File: src/rtl/chr_disp_pkg.sv
package chr_disp_pkg;
  typedef enum logic [3:0] {
    OP_NONE   = 4'd0,
    OP_CLEAR  = 4'd1,
    OP_HOME   = 4'd2,
    OP_ENTRY  = 4'd3,
    OP_DCTL   = 4'd4,
    OP_SHIFT  = 4'd5,
    OP_FUNC   = 4'd6,
    OP_CGADDR = 4'd7,
    OP_DDADDR = 4'd8
  } op_e;

  localparam int AC_W   = 7;
  localparam int LINE_B = 6;   // counter bit that selects line 2
  localparam logic [7:0] BLANK = 8'h20;
endpackage

File: src/rtl/chr_cmd_decode.sv
module chr_cmd_decode
  import chr_disp_pkg::*;
(
  input  logic [7:0] code,
  output op_e        op
);
  // Highest set bit wins: scan upward, later hits overwrite.
  always_comb begin
    op = OP_NONE;
    for (int i = 0; i < 8; i++) begin
      if (code[i]) op = op_e'(4'(i + 1));
    end
  end
endmodule

File: src/rtl/chr_addr_unit.sv
module chr_addr_unit
  import chr_disp_pkg::*;
#(
  parameter int COLS  = 40,
  localparam int OFS_W = $clog2(COLS)
) (
  input  logic [AC_W-1:0]  ac_in,
  input  logic             sel_dd,
  input  logic             up,
  output logic [AC_W-1:0]  ac_step,
  input  logic [OFS_W-1:0] ofs_in,
  input  logic             left,
  output logic [OFS_W-1:0] ofs_step
);
  localparam logic [AC_W-1:0]  LAST1 = AC_W'(COLS - 1);
  localparam logic [AC_W-1:0]  FIRST2 = AC_W'(1 << LINE_B);
  localparam logic [AC_W-1:0]  LAST2 = FIRST2 | LAST1;
  localparam logic [OFS_W-1:0] OFS_MAX = OFS_W'(COLS - 1);

  always_comb begin
    if (!sel_dd) begin
      ac_step = {1'b0, (up ? ac_in[LINE_B-1:0] + 1'b1 : ac_in[LINE_B-1:0] - 1'b1)};
    end else if (up) begin
      if (ac_in == LAST1)      ac_step = FIRST2;
      else if (ac_in == LAST2) ac_step = '0;
      else                     ac_step = ac_in + 1'b1;
    end else begin
      if (ac_in == '0)          ac_step = LAST2;
      else if (ac_in == FIRST2) ac_step = LAST1;
      else                      ac_step = ac_in - 1'b1;
    end
  end

  always_comb begin
    if (left) ofs_step = (ofs_in == OFS_MAX) ? '0 : ofs_in + 1'b1;
    else      ofs_step = (ofs_in == '0) ? OFS_MAX : ofs_in - 1'b1;
  end
endmodule

File: src/rtl/chr_busy_timer.sv
module chr_busy_timer #(
  parameter int BUSY_SHORT = 4,
  parameter int BUSY_LONG  = 12,
  localparam int CW = $clog2(BUSY_LONG + 1)
) (
  input  logic clk,
  input  logic rst_n,
  input  logic start,
  input  logic long_sel,
  output logic busy
);
  logic [CW-1:0] cnt_q, cnt_d;
  logic          cnt_en;

  always_comb begin
    cnt_en = start || (cnt_q != '0);
    if (start) cnt_d = long_sel ? CW'(BUSY_LONG) : CW'(BUSY_SHORT);
    else       cnt_d = cnt_q - 1'b1;
  end

  always_ff @(posedge clk or negedge rst_n) begin
    if (!rst_n)      cnt_q <= '0;
    else if (cnt_en) cnt_q <= cnt_d;
  end

  assign busy = (cnt_q != '0);
endmodule

File: src/rtl/chr_disp_ctl.sv
module chr_disp_ctl
  import chr_disp_pkg::*;
#(
  parameter int COLS       = 40,
  parameter int CG_DEPTH   = 64,
  parameter int BUSY_SHORT = 4,
  parameter int BUSY_LONG  = 12,
  localparam int OFS_W     = $clog2(COLS),
  localparam int DD_DEPTH  = 2 * COLS,
  localparam int DD_IW     = $clog2(DD_DEPTH),
  localparam int CG_AW     = $clog2(CG_DEPTH)
) (
  input  logic             clk,
  input  logic             rst_n,
  input  logic             bus_valid,
  input  logic             bus_rs,
  input  logic             bus_rw,
  input  logic [7:0]       bus_wdata,
  output logic             busy,
  output logic             rd_valid,
  output logic [7:0]       rd_data,
  output logic [OFS_W-1:0] disp_ofs,
  output logic             entry_inc,
  output logic             entry_shift,
  output logic [2:0]       disp_ctl,
  output logic [2:0]       func_cfg
);
  // Reset: asserted asynchronously, released on the clock.
  logic [1:0] rst_pipe;
  logic       rst_ni;
  always_ff @(posedge clk or negedge rst_n) begin
    if (!rst_n) rst_pipe <= 2'b00;
    else        rst_pipe <= {rst_pipe[0], 1'b1};
  end
  assign rst_ni = rst_pipe[1];

  // State
  logic [AC_W-1:0]  ac_q, ac_d;
  logic             sel_dd_q, sel_dd_d;
  logic [OFS_W-1:0] ofs_q, ofs_d;
  logic             inc_q, inc_d, shen_q, shen_d;
  logic [2:0]       dctl_q, dctl_d, fcfg_q, fcfg_d;
  logic             rdv_q, rdv_d;
  logic [7:0]       rdd_q, rdd_d;
  logic [7:0]       dd_mem [DD_DEPTH];
  logic [7:0]       cg_mem [CG_DEPTH];

  // Access classification
  logic is_stat, acc, is_cmd, is_dwr, is_drd;
  always_comb begin
    is_stat = bus_valid && !bus_rs && bus_rw;
    acc     = bus_valid && !busy && !is_stat;
    is_cmd  = acc && !bus_rs && !bus_rw;
    is_dwr  = acc && bus_rs && !bus_rw;
    is_drd  = acc && bus_rs && bus_rw;
  end

  op_e op;
  chr_cmd_decode u_dec (.code(bus_wdata), .op(op));

  logic do_clear, do_home, do_shift;
  always_comb begin
    do_clear = is_cmd && (op == OP_CLEAR);
    do_home  = is_cmd && (op == OP_HOME);
    do_shift = is_cmd && (op == OP_SHIFT);
  end

  // Address stepping
  logic             step_up, ofs_left;
  logic [AC_W-1:0]  ac_step;
  logic [OFS_W-1:0] ofs_step;
  always_comb begin
    step_up  = do_shift ? bus_wdata[2] : inc_q;
    ofs_left = do_shift ? !bus_wdata[2] : inc_q;
  end

  chr_addr_unit #(.COLS(COLS)) u_addr (
    .ac_in   (ac_q),
    .sel_dd  (sel_dd_q),
    .up      (step_up),
    .ac_step (ac_step),
    .ofs_in  (ofs_q),
    .left    (ofs_left),
    .ofs_step(ofs_step)
  );

  chr_busy_timer #(.BUSY_SHORT(BUSY_SHORT), .BUSY_LONG(BUSY_LONG)) u_busy (
    .clk     (clk),
    .rst_n   (rst_ni),
    .start   (acc),
    .long_sel(do_clear || do_home),
    .busy    (busy)
  );

  // RAM addressing
  logic [DD_IW-1:0] dd_idx;
  logic             dd_ok;
  logic [CG_AW-1:0] cg_idx;
  logic [7:0]       dd_rd;
  always_comb begin
    dd_ok  = (ac_q[LINE_B-1:0] < LINE_B'(COLS));
    dd_idx = ac_q[LINE_B] ? DD_IW'(COLS) + DD_IW'(ac_q[LINE_B-1:0])
                          : DD_IW'(ac_q[LINE_B-1:0]);
    cg_idx = CG_AW'(ac_q[LINE_B-1:0]);
    dd_rd  = dd_ok ? dd_mem[dd_idx] : BLANK;
  end

  // Next state
  always_comb begin
    ac_d     = ac_q;
    sel_dd_d = sel_dd_q;
    ofs_d    = ofs_q;
    inc_d    = inc_q;
    shen_d   = shen_q;
    dctl_d   = dctl_q;
    fcfg_d   = fcfg_q;
    if (is_cmd) begin
      unique case (op)
        OP_CLEAR: begin
          ac_d = '0; sel_dd_d = 1'b1; ofs_d = '0; inc_d = 1'b1;
        end
        OP_HOME: begin
          ac_d = '0; sel_dd_d = 1'b1; ofs_d = '0;
        end
        OP_ENTRY: begin
          inc_d = bus_wdata[1]; shen_d = bus_wdata[0];
        end
        OP_DCTL:  dctl_d = bus_wdata[2:0];
        OP_SHIFT: begin
          if (bus_wdata[3]) ofs_d = ofs_step;
          else              ac_d  = ac_step;
        end
        OP_FUNC:  fcfg_d = bus_wdata[4:2];
        OP_CGADDR: begin
          ac_d = {1'b0, bus_wdata[5:0]}; sel_dd_d = 1'b0;
        end
        OP_DDADDR: begin
          ac_d = bus_wdata[6:0]; sel_dd_d = 1'b1;
        end
        default: ;
      endcase
    end
    if (is_dwr) begin
      ac_d = ac_step;
      if (sel_dd_q && shen_q) ofs_d = ofs_step;
    end
    if (is_drd) ac_d = ac_step;
  end

  always_comb begin
    rdv_d = is_stat || is_drd;
    if (is_stat)       rdd_d = {busy, ac_q};
    else if (is_drd)   rdd_d = sel_dd_q ? dd_rd : cg_mem[cg_idx];
    else               rdd_d = rdd_q;
  end

  // Registers
  always_ff @(posedge clk or negedge rst_ni) begin
    if (!rst_ni) begin
      ac_q     <= '0;
      sel_dd_q <= 1'b1;
      ofs_q    <= '0;
      inc_q    <= 1'b1;
      shen_q   <= 1'b0;
      dctl_q   <= '0;
      fcfg_q   <= '0;
      rdv_q    <= 1'b0;
      rdd_q    <= '0;
    end else begin
      ac_q     <= ac_d;
      sel_dd_q <= sel_dd_d;
      ofs_q    <= ofs_d;
      inc_q    <= inc_d;
      shen_q   <= shen_d;
      dctl_q   <= dctl_d;
      fcfg_q   <= fcfg_d;
      rdv_q    <= rdv_d;
      if (rdv_d) rdd_q <= rdd_d;
    end
  end

  always_ff @(posedge clk or negedge rst_ni) begin
    if (!rst_ni) begin
      for (int i = 0; i < DD_DEPTH; i++) dd_mem[i] <= BLANK;
    end else if (do_clear) begin
      for (int i = 0; i < DD_DEPTH; i++) dd_mem[i] <= BLANK;
    end else if (is_dwr && sel_dd_q && dd_ok) begin
      dd_mem[dd_idx] <= bus_wdata;
    end
  end

  always_ff @(posedge clk or negedge rst_ni) begin
    if (!rst_ni) begin
      for (int i = 0; i < CG_DEPTH; i++) cg_mem[i] <= '0;
    end else if (is_dwr && !sel_dd_q) begin
      cg_mem[cg_idx] <= bus_wdata;
    end
  end

  assign rd_valid    = rdv_q;
  assign rd_data     = rdd_q;
  assign disp_ofs    = ofs_q;
  assign entry_inc   = inc_q;
  assign entry_shift = shen_q;
  assign disp_ctl    = dctl_q;
  assign func_cfg    = fcfg_q;
endmodule

File: config.mk
export PLATFORM = sky130hd
export DESIGN_NAME = chr_disp_ctl
export DESIGN_NICKNAME = d
export VERILOG_FILES = /design/src/rtl/chr_disp_pkg.sv /design/src/rtl/chr_cmd_decode.sv /design/src/rtl/chr_addr_unit.sv /design/src/rtl/chr_busy_timer.sv /design/src/rtl/chr_disp_ctl.sv
export SDC_FILE = /design/constraint.sdc
export NUM_CORES = 2
export LEC_CHECK = 0
export BUFFER_PORTS_ARGS = -buffer_cell sky130_fd_sc_hd__buf_2
export CAP_MARGIN = 20
export CORE_MARGIN = 2
export CORE_UTILIZATION = 35
export DETAILED_ROUTE_END_ITERATION = 12
export GPL_TIMING_DRIVEN = 0
export SETUP_SLACK_MARGIN = 0.1
export SKIP_LAST_GASP = 1
export SYNTH_ARGS = -nofsm -noshare
export SYNTH_HDL_FRONTEND = slang
export SYNTH_SLANG_ARGS = --single-unit
export TNS_END_PERCENT = 10
File: constraint.sdc
create_clock -name clk -period 63.4 [get_ports clk]
set_clock_uncertainty 0.05 [all_clocks]
set_input_delay 12.68 -clock clk [delete_from_list [all_inputs] [get_ports clk]]
set_output_delay 12.68 -clock clk [all_outputs]
set_load 0.01 [all_outputs]
# [After elaboration in Yosys (flattened, before gate mapping)]
# Index checks and enable logic that the tools add are counted.
[word_totals] regBits=1189 output_inout_bits=24
[op_classes] addsub=8 n_lt_le_gt_ge=5 eq_ne=13 muxes=53 bitwise_logic=2 n_reduce_logical=45
[ops] op="640-bit 2-to-1 mux" count=2
[ops] op="640-bit bitwise mux" count=1
[ops] op="512-bit bitwise mux" count=1
[ops] op="8-bit 2-to-1 mux" count=10
[ops] op="7-bit 2-to-1 mux" count=11
[ops] op="8-bit binary-select mux with 7-bit select" count=1
[ops] op="8-bit demux with 7-bit select" count=1
[ops] op="8-bit binary-select mux with 6-bit select" count=1
[ops] op="8-bit demux with 6-bit select" count=1
[ops] op="6-bit 2-to-1 mux" count=8
[ops] op="7-bit one-hot mux with 4 select lines" count=1
[ops] op="1-bit logical AND" count=18
[ops] op="4-bit by 3-bit equality test with 1-bit output (second input constant)" count=4
[ops] op="7-bit equality test (second input constant)" count=2
[ops] op="6-bit by 1-bit adder with 6-bit output (second input constant)" count=2
[ops] op="3-bit 2-to-1 mux" count=4
[ops] op="4-bit 2-to-1 mux" count=3
[ops] op="6-bit one-hot mux with 2 select lines" count=1
[ops] op="2-bit AND reduction" count=6
[ops] op="6-bit by 1-bit subtractor with 6-bit output (second input constant)" count=2
[ops] op="4-bit by 2-bit equality test with 1-bit output (second input constant)" count=2
[ops] op="8-bit greater-or-equal comparator (second input constant)" count=1
[ops] op="8-bit by 1-bit < comparator with 1-bit output (second input constant)" count=1
[ops] op="7-bit inverter with 8-bit output" count=1
[ops] op="other kinds (27)" count=41

# [Logic depth before layout (Yosys ltp)]
[depth] ltp_word=18 depth_mapped=13 ltp_nobuf=12

# [Hierarchy]
# From an unflattened synthesis, not the netlist that was laid out.
[hier_totals] cells_unflattened=5422 area_unflattened_um2=55345.6
[by_module_without_submodules] mod="chr_disp_ctl" n_inst=1 cells_per_inst=5259 area_each_um2=54150.7 seq_area_each_um2=29756.0
[by_module_without_submodules] mod="chr_addr_unit" n_inst=1 cells_per_inst=128 area_each_um2=885.8 seq_area_each_um2=0.0
[by_module_without_submodules] mod="chr_busy_timer" n_inst=1 cells_per_inst=23 area_each_um2=234.0 seq_area_each_um2=100.1
[by_module_without_submodules] mod="chr_cmd_decode" n_inst=1 cells_per_inst=12 area_each_um2=75.1 seq_area_each_um2=0.0

# [Least setup slack after synthesis]
# Ideal clock, no wire load.
[synth_timing] path_type="input-to-reg" start="input bus_wdata[6]" end="register ac_q[2]" setup_ns=0.116 arrival_ns=14.800 required_time_ns=63.234 setup_slack_ns=48.434 cell_stages=12 path_buffers=2 path_cell_list="buf_2 -> nor4b_4 -> nand3_2 -> mux2i_4 -> buf_6 -> xnor2_1 -> ha_1 -> nor2_1 -> mux2i_1 -> nor3_1 -> a21oi_1 -> o311ai_0"
[synth_via] elab_chain_len=12 elab_cells_between_ends=21 classes_between="eq/ne: 6; mux: 11; reduce/logical: 4"
[synth_lines] element="start, declared" line="chr_disp_ctl.sv:18" text="input logic [7:0] bus_wdata,"
[synth_lines] element="3-bit 2-to-1 mux *" line="chr_cmd_decode.sv:11" text="if (code[i]) op = op_e'(4'(i + 1));"
[synth_lines] element="4-bit 2-to-1 mux *" line="chr_cmd_decode.sv:11"
[synth_lines] element="4-bit by 3-bit equality test with 1-bit output" line="chr_disp_ctl.sv:65, chr_disp_ctl.sv:118"
[synth_lines] element="1-bit logical AND" line="chr_disp_ctl.sv:65" text="do_shift = is_cmd && (op == OP_SHIFT);"
[synth_lines] element="1-bit 2-to-1 mux" line="chr_disp_ctl.sv:73" text="step_up = do_shift ? bus_wdata[2] : inc_q;"
[synth_lines] element="6-bit 2-to-1 mux / 7-bit 2-to-1 mux (equally long branches)" line="chr_addr_unit.sv:22, chr_addr_unit.sv:23"
[synth_lines] element="7-bit 2-to-1 mux" line="chr_addr_unit.sv:21" text="if (!sel_dd) begin"
[synth_lines] element="7-bit 2-to-1 mux" line="chr_disp_ctl.sv:130" text="if (bus_wdata[3]) ofs_d = ofs_step;"
[synth_lines] element="7-bit one-hot mux with 4 select lines" line="chr_disp_ctl.sv:118" text="unique case (op)"
[synth_lines] element="7-bit 2-to-1 mux" line="chr_disp_ctl.sv:117" text="if (is_cmd) begin"
[synth_lines] element="7-bit 2-to-1 mux" line="chr_disp_ctl.sv:143" text="if (is_dwr) begin"
[synth_lines] element="7-bit 2-to-1 mux" line="chr_disp_ctl.sv:147" text="if (is_drd) ac_d = ac_step;"
[synth_lines] element="end signal, assigned" line="chr_disp_ctl.sv:160" text="ac_q <= '0;"
[synth_lines] element="end signal, assigned" line="chr_disp_ctl.sv:170" text="ac_q <= ac_d;"
[synth_lines] element="end, declared" line="chr_disp_ctl.sv:38" text="logic [AC_W-1:0] ac_q, ac_d;"
# Mark *: on every way between the ends. The rest lies on a longest branch, timed or not. The select of a mux whose other input is x is not followed.
# A chain may end at the register's enable or synchronous reset.

# [Final worst setup path]
[layout_timing] start="input bus_valid" end="register dd_mem[414] in the netlist's numbering"
[layout_via] elab_chain_len=9 elab_cells_between_ends=14 classes_between="mux: 1; reduce/logical: 13"
[layout_lines] element="start, declared" line="chr_disp_ctl.sv:15" text="input logic bus_valid,"
[layout_lines] element="1-bit logical AND (2 in a row)" line="chr_disp_ctl.sv:51" text="is_stat = bus_valid && !bus_rs && bus_rw;"
[layout_lines] element="1-bit logical NOT" line="chr_disp_ctl.sv:52" text="acc = bus_valid && !busy && !is_stat;"
[layout_lines] element="1-bit logical AND *" line="chr_disp_ctl.sv:52"
[layout_lines] element="1-bit logical AND (2 in a row)" line="chr_disp_ctl.sv:54" text="is_dwr = acc && bus_rs && !bus_rw;"
[layout_lines] element="1-bit logical AND (2 in a row)" line="chr_disp_ctl.sv:187" text="end else if (is_dwr && sel_dd_q && dd_ok) begin"
[layout_lines] element="2-bit nonzero test (no line)"
[layout_lines] element="end signal, assigned by index" line="chr_disp_ctl.sv:188" text="dd_mem[dd_idx] <= bus_wdata;"
[layout_lines] element="end, declared" line="chr_disp_ctl.sv:45" text="logic [7:0] dd_mem [DD_DEPTH];"
# Mark *: on every way between the ends. The rest lies on a longest branch, timed or not.

==> impl_metrics.csv <==
group,metric,value,unit
clocking,cts_root_buffer,"clkbuf_16",
logic_synthesis,synthDistinctLibCells,91,
place,portBuffers,33,
detailed_routing,first_pass_iters,8,
clocking,cts_setup_buffers,0,
clocking,ctsHoldBuffers,0,
critical_path,crit_required,64.07,ns
critical_path,slowest_delay,0.98,ns
place,post-place-cells,7984,
worst_hold_path,hold_path.class,"register to asynchronous set/reset pin",
cells_and_area,post-route-util,40.5,%
detailed_routing,drt-initial-drc-count,8961,
global_routing,antenna_found_initial,42,
critical_path,crit_top_cell,"nand2_1",
detailed_routing,drt_wl_total,311,mm
clocking,cts.clk_slew.worst_paths,0.06,ns
critical_path,critPathBufInv,2,
logic_synthesis,syn-num-nets,5831,
critical_path,crit_fanout,10,
place,dp_hpwl,212,mm
global_routing,grt_max_degree,74,
cells_and_area,drive_gt1_share,17.7,%
clocking,clk_path_buf_depth,3,
sta,max_freq,0.0619,GHz
cells_and_area,final_nets,6065,
critical_path,slowest_stage,"nor2_1",
cells_and_area,fin_area,0.0648,mm²
sta,tns,0,ns
global_routing,grtUsageTotal,37.4,%
detailed_routing,antenna_left,0,
detailed_routing,num_vias,53200,
logic_synthesis,yosysWarningCount,0,
clocking,cts_tree,"yes",
logic_synthesis,synthCells,5807,
critical_path,cp-end-kind,"register",
critical_path,critPathKind,"input port to register",
sta,setup_violations,0,
detailed_routing,drc_errors,0,
critical_path,crit_chain,"buf_2 -> and4bb_2 -> nand2_2 -> nor3_4 -> nand2_1 -> clkbuf_1 -> nor2_1 -> nand2_1 -> a21oi_1",
place,routabilityCongestion,1.06,
sta,slew_violations,0,
sta,final_period_minus_worst_setup_slack,16.17,ns
detailed_routing,vias_per_cell,6.43,
logic_synthesis,syn-cell-area,0.0562,mm²
clocking,cts_made_buffers,137,
critical_path,arrival,16.84,ns
floorplan,initial_utilization,35.1,%
pwr,p_leak,28.0,nW
critical_path,cp_top_family,"simple AND/OR/NAND/NOR gates",
critical_path,start_kind,"input port",
logic_synthesis,synth_edf_count,0,
logic_synthesis,synth_async_sr_flop_share,100,%
status,status,"finished, final reports clean",
floorplan,die_w,405,µm
pwr,p_per_area,37.8,mW/mm²
pwr,peakVddDrop,28.7,µV
sta,hold_viol_final,0,
floorplan,core,0.160,mm²
sta,fin_crit_sh,25.5,%
floorplan,dieArea,0.164,mm²
global_routing,grt_pass1_vias,49300,
logic_synthesis,yosys_register_bits,1189,
logic_synthesis,synth_area_per_cell,9.67,µm²
logic_synthesis,ys_seq_area_share,53.2,%
floorplan,row_count,147,
clocking,cts_max_level,4,
global_routing,overflow,0,
sta,tightest_slew,1.38,ns
clocking,clock-sinks,1189,
floorplan,die_height,405,µm
floorplan,num_io_pins,37,
clocking,cts_resized,0,
cells_and_area,fin_cells,8266,
sta,slew_headroom,8.11,%
logic_synthesis,yosys_most_used_dff,"dfrtp_1",
pwr,total_power,2.45,mW
global_routing,grt_pass1_wl,419,mm
clocking,clk_latency,0.83,ns
place,post_dp_cell_area,0.0601,mm²
sta,rsz0062_at_grt,"false",
cells_and_area,syn_to_final_growth,15.5,%
run,cap_violations,0,
detailed_routing,post_drt_wl_per_cell,37.6,µm
[path summary, 6_finish.rpt]
check	to	slack (ns)	from	depth (start not counted)
hold reg to reg	dd_mem[163]	0.28	rst_pipe[1]	1
setup reg to reg	rd_data[6]	57.60	ac_q[2]	11
min in group clk	rst_pipe[1]	0.30	rst_pipe[0]	0
hold / removal	dd_mem[163]	0.28	rst_pipe[1]	1
max in group asynchronous	rst_pipe[1]	51.59	rst_n	1
setup / recovery	dd_mem[414]	47.23	bus_valid	9
[cell type report]
class	count	area, µm²
fillers	15800	95200
flip-flops and latches	1189	29900
multi-input cells	4111	24100
clock buffers	199	3980
well taps	2086	2610
plain buffers	490	2270
repair buffers	95	1320
clock inverters	48	616
diodes	31	77.6
inverters	17	63.8
[placed cells by master (no fill, tap or decap), types with 183 or more instances in the layout]
| cell | instances |
|---|---|
| o21ai_0 | 420 |
| a21oi_1 | 495 |
| buf_2 | 235 |
| nand3_1 | 242 |
| nor2_1 | 183 |
| mux2_2 | 352 |
| clkbuf_1 | 255 |
| a22oi_1 | 215 |
| nand2_1 | 1489 |
| dfrtp_1 | 1106 |
[report_power, final]
| group | switching [mW] | internal [mW] | leakage (nW) |
|---|---|---|---|
| sequential | 0.0160 | 0.775 | 16.3 |
| combinational | 0.697 | 0.132 | 9.46 |
| clock | 0.358 | 0.476 | 2.27 |
| total | 1.07 | 1.38 | 28.0 |
[flip-flops by register name, summed over array words and instances (netlist names)]
signal	cells
entry_inc	1
func_cfg	3
disp_ctl	3
rst_pipe	2
dd_mem	640
disp_ofs	6
cg_mem	512
rd_data	8
u_busy.cnt_q	4
entry_shift	1
ac_q	7
sel_dd_q	1
rd_valid	1
[through the flow]
stage               setup WS [ns]  hold WS, ns
floorplan                   27.90        0.281
global placement            12.53        0.286
detailed placement          46.86        0.289
CTS                         47.67        0.303
global route                47.43        0.318
finish                      47.23        0.284
[synthesized netlist by cell type, types with 8 or more instances]
cell,number,area share [%]
o41ai_1,8,0.12
a31o_2,8,0.12
o21ai_1,21,0.19
a21oi_1,495,4.4
nand3b_1,10,0.13
xnor2_1,8,0.12
or3_1,10,0.11
mux4_2,34,1.4
o2bb2ai_1,14,0.22
buf_2,185,1.6
clkbuf_1,250,1.7
nor2b_1,10,0.11
buf_1,23,0.15
dfrtp_1,1107,49
inv_1,15,0.10
dfstp_2,82,3.8
a22o_1,35,0.55
o22a_1,15,0.23
nand4_1,12,0.13
a22oi_1,215,2.9
a31oi_1,66,0.74
nand2_1,1489,10
a221oi_1,47,0.73
ha_1,11,0.25
o22ai_1,26,0.29
a221o_1,11,0.20
nor3_1,24,0.21
a222oi_1,19,0.34
buf_4,25,0.33
mux2_2,352,7.1
nor2_1,187,1.2
o21ai_0,420,3.7
a41oi_1,16,0.25
nand3_1,242,2.2
nor2_2,8,0.089
mux2i_1,137,2.4
a211oi_1,11,0.15
nand2b_1,17,0.19
[logic make-up after synthesis]
family                     count (synthesis)  share of synthesized area (%)
muxes                                    525                           10.9
DFF                                     1189                           53.2
and+or+nand+nor                         2076                           15.3
adders and majority gates                 11                          0.245
buffers and inverters                    507                           4.06
AOI/OAI and AO/OA                       1489                           16.1
xor gates and xnor gates                   9                          0.140
other                                      1                        0.00668
[metal layers]
metal	routed length, µm	GRT usage [%]	vias up
met5	278	0	-
met4	27800	27.6	32
met3	44100	15.2	1149
met2	125000	51.4	4347
met1	114000	47.0	26700
li1	-	-	20900
Note: power is estimated with default switching activity, not from simulation.
